[config.mk]
export PLATFORM = sky130hd
export DESIGN_NAME = dsp_alloc
export DESIGN_NICKNAME = d
export VERILOG_FILES = /design/src/rtl/dsp_alloc_pkg.sv /design/src/rtl/dsp_credit_pool.sv /design/src/rtl/dsp_slot_select.sv /design/src/rtl/dsp_alloc.sv
export SDC_FILE = /design/constraint.sdc
export NUM_CORES = 1
export LEC_CHECK = 0
export BUFFER_PORTS_ARGS = -buffer_cell sky130_fd_sc_hd__buf_2
export CORE_AREA = 2 2 119 121
export DETAILED_ROUTE_END_ITERATION = 7
export DIE_AREA = 0 0 121 123
export PLACE_DENSITY_LB_ADDON = 0.3
export REMOVE_ABC_BUFFERS = 1
export SYNTH_ARGS = -nofsm -noshare
export SYNTH_HDL_FRONTEND = slang
export SYNTH_HIERARCHICAL = 1
export SYNTH_SLANG_ARGS = --single-unit
[constraint.sdc]
create_clock -name clk -period 19.8 [get_ports clk]
set_input_delay 0.99 -clock clk [delete_from_list [all_inputs] [get_ports clk]]
set_output_delay 0.99 -clock clk [all_outputs]
set_load 0.1 [all_outputs]
[src/rtl/dsp_alloc_pkg.sv]
package dsp_alloc_pkg;

    localparam int NUNIT  = 6;
    localparam int UNIT_W = 3;
    localparam int NCLS   = 4;
    localparam int CLS_W  = 2;

    typedef enum logic [UNIT_W-1:0] {
        U_ALU0 = 3'd0, U_ALU1 = 3'd1, U_MUL = 3'd2,
        U_FPU  = 3'd3, U_LSU  = 3'd4, U_BRU = 3'd5
    } unit_e;

    typedef enum logic [CLS_W-1:0] {
        C_NONE = 2'd0, C_GPR = 2'd1, C_FPR = 2'd2, C_CRF = 2'd3
    } cls_e;

    typedef enum logic [2:0] {
        ST_NONE     = 3'd0,
        ST_RS_FULL  = 3'd1,
        ST_SAME_U   = 3'd2,
        ST_CB_FULL  = 3'd3,
        ST_REN_FULL = 3'd4,
        ST_PORTS    = 3'd5,
        ST_SERIAL   = 3'd6,
        ST_SPR_WAIT = 3'd7
    } stall_e;

    typedef struct packed {
        logic             valid;
        logic [UNIT_W-1:0] unit;
        cls_e             cls;
        logic [1:0]       nsrc;
        logic             ser;
        logic             spr;
    } slot_t;

    function automatic int rs_cap(input int u);
        case (u)
            4:       return 3;
            5:       return 4;
            default: return 2;
        endcase
    endfunction

endpackage

[src/rtl/dsp_credit_pool.sv]
module dsp_credit_pool #(
    parameter int CAP    = 8,
    parameter int CNT_W  = 4,
    parameter int TAKE_W = 3,
    parameter int REL_W  = 3
) (
    input  logic              clk,
    input  logic              rst,
    input  logic [TAKE_W-1:0] take,
    input  logic [REL_W-1:0]  rel,
    output logic [CNT_W-1:0]  free,
    output logic              err
);
    localparam int M1 = (CNT_W > REL_W) ? CNT_W : REL_W;
    localparam int M2 = (M1 > TAKE_W) ? M1 : TAKE_W;
    localparam int XW = M2 + 1;

    logic [XW-1:0] held;
    logic [XW-1:0] rel_x;
    logic [XW-1:0] rel_ok;
    logic [XW-1:0] nxt;

    always_comb begin
        held   = XW'(CAP) - XW'(free);
        rel_x  = XW'(rel);
        err    = rel_x > held;
        rel_ok = err ? held : rel_x;
        nxt    = XW'(free) - XW'(take) + rel_ok;
    end

    always_ff @(posedge clk) begin
        if (rst) free <= CNT_W'(CAP);
        else     free <= CNT_W'(nxt);
    end

endmodule

[src/rtl/dsp_slot_select.sv]
module dsp_slot_select
    import dsp_alloc_pkg::*;
#(
    parameter int NSLOT    = 4,
    parameter int CB_DEPTH = 16,
    parameter int RS_W     = 3,
    parameter int CB_W     = 5,
    parameter int REN_W    = 5,
    parameter int PORT_W   = 4,
    parameter int SEL_W    = 3
) (
    input  slot_t [NSLOT-1:0]                  slots,
    input  logic  [2**UNIT_W-1:0][RS_W-1:0]    rs_free,
    input  logic  [CB_W-1:0]                   cb_free,
    input  logic  [NCLS-1:0][REN_W-1:0]        ren_free,
    input  logic  [PORT_W-1:0]                 rd_ports,
    input  logic                               spr_pending,
    output logic  [NSLOT-1:0]                  disp_mask,
    output stall_e                             code,
    output logic  [2**UNIT_W-1:0]              unit_used,
    output logic  [SEL_W-1:0]                  cb_used,
    output logic  [NCLS-1:0][SEL_W-1:0]        ren_used
);
    localparam int PU_W = PORT_W + 1;

    logic          stop;
    logic          ser_seen;
    logic [PU_W-1:0] ports_used;
    stall_e        why;

    always_comb begin
        disp_mask  = '0;
        code       = ST_NONE;
        unit_used  = '0;
        cb_used    = '0;
        ren_used   = '0;
        ports_used = '0;
        stop       = 1'b0;
        ser_seen   = 1'b0;
        why        = ST_NONE;
        for (int i = 0; i < NSLOT; i++) begin
            if (!stop) begin
                if (!slots[i].valid) begin
                    stop = 1'b1;
                end else begin
                    why = ST_NONE;
                    if (ser_seen || (slots[i].ser &&
                        (i != 0 || cb_free != CB_W'(CB_DEPTH))))
                        why = ST_SERIAL;
                    else if (slots[i].spr && slots[i].unit == U_BRU && spr_pending)
                        why = ST_SPR_WAIT;
                    else if (unit_used[slots[i].unit])
                        why = ST_SAME_U;
                    else if (rs_free[slots[i].unit] == '0)
                        why = ST_RS_FULL;
                    else if (cb_free <= CB_W'(cb_used))
                        why = ST_CB_FULL;
                    else if (slots[i].cls != C_NONE &&
                             ren_free[slots[i].cls] <= REN_W'(ren_used[slots[i].cls]))
                        why = ST_REN_FULL;
                    else if (ports_used + PU_W'(slots[i].nsrc) > PU_W'(rd_ports))
                        why = ST_PORTS;

                    if (why != ST_NONE) begin
                        stop = 1'b1;
                        code = why;
                    end else begin
                        disp_mask[i]             = 1'b1;
                        unit_used[slots[i].unit] = 1'b1;
                        cb_used                  = cb_used + 1'b1;
                        if (slots[i].cls != C_NONE)
                            ren_used[slots[i].cls] = ren_used[slots[i].cls] + 1'b1;
                        ports_used = ports_used + PU_W'(slots[i].nsrc);
                        if (slots[i].ser) ser_seen = 1'b1;
                    end
                end
            end
        end
    end

endmodule

[src/rtl/dsp_alloc.sv]
module dsp_alloc
    import dsp_alloc_pkg::*;
#(
    parameter int NSLOT    = 4,
    parameter int CB_DEPTH = 16,
    parameter int GPR_REN  = 8,
    parameter int FPR_REN  = 8,
    parameter int CRF_REN  = 16,
    parameter int PORT_W   = 4,
    parameter int REL_W    = 3,
    localparam int SEL_W   = $clog2(NSLOT + 1),
    localparam int RS_W    = 3,
    localparam int CB_W    = $clog2(CB_DEPTH + 1),
    localparam int REN_M1  = (GPR_REN > FPR_REN) ? GPR_REN : FPR_REN,
    localparam int REN_MAX = (REN_M1 > CRF_REN) ? REN_M1 : CRF_REN,
    localparam int REN_W   = $clog2(REN_MAX + 1)
) (
    input  logic                      clk,
    input  logic                      rst,
    input  logic [NSLOT-1:0]          slot_valid,
    input  logic [NSLOT*UNIT_W-1:0]   slot_unit,
    input  logic [NSLOT*CLS_W-1:0]    slot_cls,
    input  logic [NSLOT*2-1:0]        slot_nsrc,
    input  logic [NSLOT-1:0]          slot_ser,
    input  logic [NSLOT-1:0]          slot_spr,
    input  logic                      spr_pending,
    input  logic [PORT_W-1:0]         rd_ports,
    input  logic [NUNIT-1:0]          rs_rel,
    input  logic [REL_W-1:0]          cb_rel,
    input  logic [3*REL_W-1:0]        ren_rel,
    output logic [NSLOT-1:0]          disp_mask,
    output logic [SEL_W-1:0]          disp_cnt,
    output logic [2:0]                stall_code,
    output logic [NUNIT*RS_W-1:0]     rs_free,
    output logic [CB_W-1:0]           cb_free,
    output logic [3*REN_W-1:0]        ren_free,
    output logic                      rel_err
);

    slot_t [NSLOT-1:0]               slots;
    logic  [2**UNIT_W-1:0][RS_W-1:0] rs_free_a;
    logic  [NCLS-1:0][REN_W-1:0]     ren_free_a;
    logic  [2**UNIT_W-1:0]           unit_used;
    logic  [SEL_W-1:0]               cb_used;
    logic  [NCLS-1:0][SEL_W-1:0]     ren_used;
    logic  [NUNIT-1:0]               rs_err;
    logic  [2:0]                     ren_err;
    logic                            cb_err;
    stall_e                          code;

    always_comb begin
        for (int i = 0; i < NSLOT; i++) begin
            slots[i].valid = slot_valid[i];
            slots[i].unit  = slot_unit[i*UNIT_W +: UNIT_W];
            slots[i].cls   = cls_e'(slot_cls[i*CLS_W +: CLS_W]);
            slots[i].nsrc  = slot_nsrc[i*2 +: 2];
            slots[i].ser   = slot_ser[i];
            slots[i].spr   = slot_spr[i];
        end
    end

    dsp_slot_select #(
        .NSLOT(NSLOT), .CB_DEPTH(CB_DEPTH), .RS_W(RS_W), .CB_W(CB_W),
        .REN_W(REN_W), .PORT_W(PORT_W), .SEL_W(SEL_W)
    ) u_sel (
        .slots(slots), .rs_free(rs_free_a), .cb_free(cb_free),
        .ren_free(ren_free_a), .rd_ports(rd_ports), .spr_pending(spr_pending),
        .disp_mask(disp_mask), .code(code), .unit_used(unit_used),
        .cb_used(cb_used), .ren_used(ren_used)
    );

    genvar u;
    generate
        for (u = 0; u < 2**UNIT_W; u++) begin : g_rs
            if (u < NUNIT) begin : g_pool
                dsp_credit_pool #(
                    .CAP(rs_cap(u)), .CNT_W(RS_W), .TAKE_W(1), .REL_W(1)
                ) u_pool (
                    .clk(clk), .rst(rst), .take(unit_used[u]), .rel(rs_rel[u]),
                    .free(rs_free_a[u]), .err(rs_err[u])
                );
                assign rs_free[u*RS_W +: RS_W] = rs_free_a[u];
            end else begin : g_none
                assign rs_free_a[u] = '0;
            end
        end
    endgenerate

    dsp_credit_pool #(
        .CAP(CB_DEPTH), .CNT_W(CB_W), .TAKE_W(SEL_W), .REL_W(REL_W)
    ) u_cb (
        .clk(clk), .rst(rst), .take(cb_used), .rel(cb_rel),
        .free(cb_free), .err(cb_err)
    );

    genvar c;
    generate
        for (c = 1; c < NCLS; c++) begin : g_ren
            localparam int CAP_C = (c == 1) ? GPR_REN : (c == 2) ? FPR_REN : CRF_REN;
            dsp_credit_pool #(
                .CAP(CAP_C), .CNT_W(REN_W), .TAKE_W(SEL_W), .REL_W(REL_W)
            ) u_pool (
                .clk(clk), .rst(rst), .take(ren_used[c]),
                .rel(ren_rel[(c-1)*REL_W +: REL_W]),
                .free(ren_free_a[c]), .err(ren_err[c-1])
            );
            assign ren_free[(c-1)*REN_W +: REN_W] = ren_free_a[c];
        end
    endgenerate
    assign ren_free_a[0] = '0;

    assign disp_cnt   = cb_used;
    assign stall_code = code;
    assign rel_err    = (|rs_err) | cb_err | (|ren_err);

endmodule

* Word-level counts from Yosys, hierarchy flattened *
Memory sizes are Yosys's and may differ from the RTL's.
Index checks and enable logic that the tools add are counted.

storage, ports and cells
  memories = 1
  bits in read-only memories = 8
  register bits after elaboration = 38

operators by class
  reduce and logical (&&, ||, !) cells = 38
  bitwise gates (word level) = 6
  $lt $le $gt $ge = 38
  add/subtract/negate cells = 40
  multiplexer cells = 181
  eq/ne operators = 5

memories
  name             depth  width  read ports  clocked after memory_dff  write ports  line                   source
  (no name shown)  8      1      1           0                         0            dsp_slot_select.sv:52  else if (unit_used[slots[i].unit])

operators with widths
  cell                   number
  $mux W3                73
  $mux W12               15
  $mux W5                15
  $mux W8                8
  $bmux W5 S2            4
  $mux W1                40
  $bmux W3 S3            4
  $bwmux W12             3
  $le A5 B3 Y1           6
  $bmux W3 S2            4
  $demux W3 S2           4
  $gt A1 B4 Y1           6
  $gt A3 B6 Y1           4
  $logic_and A1 B1 Y1    21
  $add A5 B5 Y5          4
  $sub A2 B3 Y4 const A  5
  $sub A5 B3 Y5          4
  $add A3 B1 Y3 const B  6
  $add A3 B3 Y3          6
  $mux W6                3
  $sub A3 B1 Y3          6
  $lt A3 B4 Y1 const B   4
  $or A8 B8 Y8           2
  $add A5 B2 Y5          3
  other kinds (25)       58

* Longest topological paths before layout *
  depth in word-level cells = 64
  depth in mapped cells = 64
  depth with buffers taken out = 62

* By module *
The synthesis kept the hierarchy.

modules (own cells, without submodules)
  module                                       sequential area each (um^2)  cells each  instances  area each (um^2)
  dsp_slot_select                              0.0                          559         1          3813.7
  dsp_credit_pool (g_ren[3].u_pool ...)        100.1                        57          2          526.8
  dsp_credit_pool (g_ren[1].u_pool ...)        100.1                        59          2          519.2
  dsp_credit_pool (g_rs[0].g_pool.u_pool ...)  60.1                         23          4          221.5
  dsp_credit_pool (g_rs[5].g_pool.u_pool)      60.1                         30          1          270.3
  dsp_credit_pool (g_rs[4].g_pool.u_pool)      60.1                         18          1          210.2
  dsp_alloc                                    0.0                          5           1          25.0

* Worst setup path before layout *
OpenSTA, ideal clock, no wires.

  kind = input port to flip-flop
  start point = in rd_ports[1]
  end point = reg u_cb.free[4]
  setup slack = 4600 ps
  stages = 62
  arrival time = 15083 ps
  cells stage by stage = inv_1 -> ha_1 -> nor2b_1 -> o2111a_1 -> nor3_1 -> a32o_1 -> and3_4 -> nand2_8 -> inv_6 -> clkbuf_1 -> nand2_1 -> fa_1 -> inv_1 -> ha_1 -> nor2b_1 -> o21a_1 -> o21ai_0 -> and4b_1 -> (+26 left out) -> nor2b_1 -> o21ai_0 -> nand2b_1 -> a21oi_1 -> a41o_1 -> and2_1 -> nand2_1 -> or3_1 -> a211o_1 -> a211oi_1 -> mux2i_1 -> fa_1 -> inv_1 -> ha_1 -> a21o_1 -> a21oi_1 -> xnor2_1 -> nand2b_1

between the ends
  word-level cells in the longest chain between the ends = 62
  elaborated cells on any way between the ends = 136
  those cells by class = add/sub (10); order compare (10); mux (104); bitwise (2); reduce/logical (10)

RTL lines
  element                                                line                   source
  start, declared                                        dsp_alloc.sv:27        input logic [PORT_W-1:0] rd_ports,
  branches (longest 59 deep; another with $gt A2 B4 Y1)  --
  $mux W3 *                                              dsp_slot_select.sv:42  if (!stop) begin
  net disp_cnt[2]                                        dsp_alloc.sv:32        output logic [SEL_W-1:0] disp_cnt,
  $sub A5 B3 Y5 *                                        dsp_credit_pool.sv:28  nxt = XW'(free) - XW'(take) + rel_ok;
  $add A5 B5 Y5 *                                        dsp_credit_pool.sv:28
  end signal, assigned                                   dsp_credit_pool.sv:32  if (rst) free <= CNT_W'(CAP);
  end signal, assigned                                   dsp_credit_pool.sv:33  else free <= CNT_W'(nxt);
  end, declared                                          dsp_credit_pool.sv:11  output logic [CNT_W-1:0] free,

Mark *: on every way through the listed nets, which the timed path passes. The select of a mux whose other input is x is not followed.
A chain may end at the register's enable or synchronous reset.

* Worst setup path in the final report *
  start point = in rd_ports[1]
  end point = out disp_cnt[2]

between the ends
  word-level cells in the longest chain between the ends = 60
  elaborated cells on any way between the ends = 134
  those cells by class = add/sub (8); order compare (10); mux (104); bitwise (2); reduce/logical (10)

RTL lines
  element                                                line
  branches (longest 59 deep; another with $gt A2 B4 Y1)  --
  $mux W3 *                                              dsp_slot_select.sv:42
  end, declared                                          dsp_alloc.sv:32

Every way passes the cells marked *. The select of a mux whose other input is x is not followed.

==> run_results.csv <==
group,metric,value,unit
global_routing,antenna_found_initial,1,
worst_setup_path,crit_arrival,12.78,ns
clock_tree,cts.path.max_buffers,2,
global_routing,grt_util_met1,0.3733,
clock_tree,clk_latency,0.28,ns
global_routing,grt_max_degree,39,
route,drt-initial-drc-count,533,
clock_tree,cts_hold_buf,0,
sta,timing.hold.ws,0.5807,ns
run_status,status,"completed",
route,via_count,7111,
route,wl,19900,um
worst_setup_path,r2r_setup_slack,6.40,ns
clock_tree,ctsResizeCount,0,
pwr,cellPowerDensity,147.2,mW/mm^2
layout,post-route-util,0.5967,
worst_setup_path,cp-end-kind,"output port",
worst_setup_path,cpMaxStageDelayCell,"a211oi_4",
synth,ys_warn_count,6,
global_routing,grt_pass1_vias,6693,
sta,slew_headroom,0.3972,
clock_tree,cts_sinks,38,
clock_tree,cts_htree_levels,2,
route,ant_nets,0,
worst_setup_path,worst_path_most_repeated_cell,"inv_1",
layout,nets,1216,
sta,skew,0.004089,ns
sta,drv_slew,0,
layout,layout.area.seq,760.7,um^2
sta,finalHoldViolCount,0,
layout,layout-area-overhead-vs-synth,12.11,%
floorplan,die_h,123,um
pwr,swShare,0.6007,
global_routing,grt_pass1_wl,32640,um
route,viasPerCell,5.843,
floorplan,core-area,0.01361,mm^2
clock_tree,cts-root-buf,"clkbuf_16",
min_path,hp-start,"g_rs[1].g_pool.u_pool/free[2]$_SDFF_PP0_",
place,dp.cells,1209,
sta,setup_viol,0,
min_path,hold_path_class,"register to register",
clock_tree,cts_made_buffers,5,
worst_setup_path,max_stage_delay,0.63,ns
min_path,hold_end,"g_rs[1].g_pool.u_pool/free[2]$_SDFF_PP0_",
sta,rsz0062_at_grt,"no",
layout,layout-drive-gt1-share,0.1745,
global_routing,gr-usage-met3,0.03137,
worst_setup_path,path_class,"primary input to output port",
global_routing,grt_use_total,0.2716,
clock_tree,cts_tree,"built",
worst_setup_path,r2r_end,"g_ren[3].u_pool/free[4]$_SDFF_PP1_",
route,routedWlPerCell,16.35,um
min_path,min_path_cells,2,
place,dpl_worst_slack,6.061,ns
sta,fin_crit,13.77,ns
worst_setup_path,cp-start-kind,"primary input",
pwr,total_leakage_power,3.873,nW
place,post-dp-hpwl,16100,um
sta,max_freq,72.65,MHz
worst_setup_path,r2r-start,"g_rs[4].g_pool.u_pool/free[2]$_SDFF_PP0_",
worst_setup_path,reg2reg_depth,55,
pwr,ir_drop,171.1,uV
layout,n_fill_cell,1257,
floorplan,die_width,121,um
floorplan,start_util,0.5322,
synth,syn_inst,928,
sta,totalNegativeSetupSlack,0,ns
pwr,share_seq_of_total_power,0.148,
sta,worst_slew_pin_slew,0.9000,ns
worst_setup_path,critPathBufInv,10,
layout,multi_input_area,0.005908,mm^2
worst_setup_path,required,18.81,ns
global_routing,grt.busiest_layer,"met2",
global_routing,use_met2,0.4537,
layout,final_cells,1217,
pwr,intPower,0.4773,mW
pwr,power_frac_clock,0.073,
sta,period_share,0.6952,
place,gp_congestion,0.9817,
route,firstDrtPassIters,5,
pwr,pwr-share-comb,0.779,
pwr,p_switching,0.7180,mW
global_routing,overflow,0,
place,portBuffers,113,
clock_tree,cts_setup_buffers,0,
layout,diodes,0,
synth,syn_area,0.007244,mm^2
floorplan,rows,43,
floorplan,die_area,0.01488,mm^2
worst_setup_path,crit_family,"compound AO/OA/AOI/OAI gates",
floorplan,io_pins,114,
clock_tree,clk_pin_slew,0.07,ns
worst_setup_path,crit_fanout,20,
route,route.detailed.drc,0,
job,maxCapViolCount,0,
sta,setup_ws,6.035,ns
synth,syn_area_per_cell,7.807,um^2
worst max path at each step:
stage                           start                            endpoint  slack, ns  depth (start not counted)
after detailed placement  rd_ports[1]  g_ren[3].u_pool/free[4]$_SDFF_PP1_       6.06                         58
after global routing      rd_ports[1]                         disp_cnt[2]       5.14                         52
after CTS                 rd_ports[1]                         disp_cnt[2]       6.22                         52
after floorplan           rd_ports[1]             u_cb/free[4]$_SDFF_PP1_       5.69                         58
final                     rd_ports[1]                         disp_cnt[2]       6.03                         52
after global placement    rd_ports[1]  g_ren[3].u_pool/free[4]$_SDFF_PP1_       6.51                         59
metrics by stage:
stage | power, mW | instance area (um^2)
floorplan | 0.9275 | 7176
global placement | 1.084 | 7966
detailed placement | 1.107 | 7966
CTS | 1.199 | 8122
global route | 1.303 | 8122
finish | 1.195 | 8122
registers in the layout (all words and copies together), names as in the netlist:
register,count
g_ren.u_pool/free,15
u_cb/free,5
g_rs.g_pool.u_pool/free,18
routing by layer:
layer / vias to the layer above / share of wire / wire length (um)
li1: 3509 / - / -
met1: 3299 / 0.45 / 8897
met2: 271 / 0.46 / 9171
met3: 30 / 0.074 / 1463
met4: 2 / 0.018 / 355
met5: - / 0.00065 / 13
layout by cell type, fill, tap and decap left out, types with 7 or more instances in the layout:
| master | count |
|---|---|
| nand3_1 | 32 |
| o21a_1 | 9 |
| xnor2_1 | 31 |
| dfxtp_1 | 38 |
| nor2_1 | 56 |
| or4_1 | 8 |
| mux2i_1 | 17 |
| buf_2 | 113 |
| fa_1 | 21 |
| a22oi_1 | 7 |
| o21ai_0 | 31 |
| nand2b_1 | 24 |
| o21bai_1 | 7 |
| xor2_1 | 15 |
| nor3_1 | 32 |
| mux4_2 | 7 |
| and2_1 | 11 |
| nor4_1 | 8 |
| a31oi_1 | 17 |
| inv_1 | 130 |
| ha_1 | 94 |
| a21o_1 | 9 |
| conb_1 | 15 |
| a21oi_1 | 48 |
| or3_1 | 10 |
| nor2b_1 | 31 |
| nand3b_1 | 12 |
| nand2_1 | 57 |
tightest hold or removal path: stages (launching register included):
cell and delay, ns:
dfxtp_1 0.35, xnor2_1 0.16, nor2_1 0.03
cell type report:
type	count	area share
timing repair buffer	113	0.06963
clock buffer	6	0.01710
tap	180	0.02773
inverter	133	0.06239
multi-input combinational	745	0.7275
clock inverter	2	0.002003
sequential	38	0.09367
power groups by stage:
stage                     clock network [mW]  registers, mW  logic (mW)
after floorplan                            0          0.379       0.549
after global placement                     0          0.178       0.906
after detailed placement                   0          0.178       0.929
after CTS                             0.0897          0.177       0.933
after global routing                  0.0922          0.184        1.03
final                                 0.0877          0.177       0.931
No activity file was read; power rests on OpenSTA's default activity.
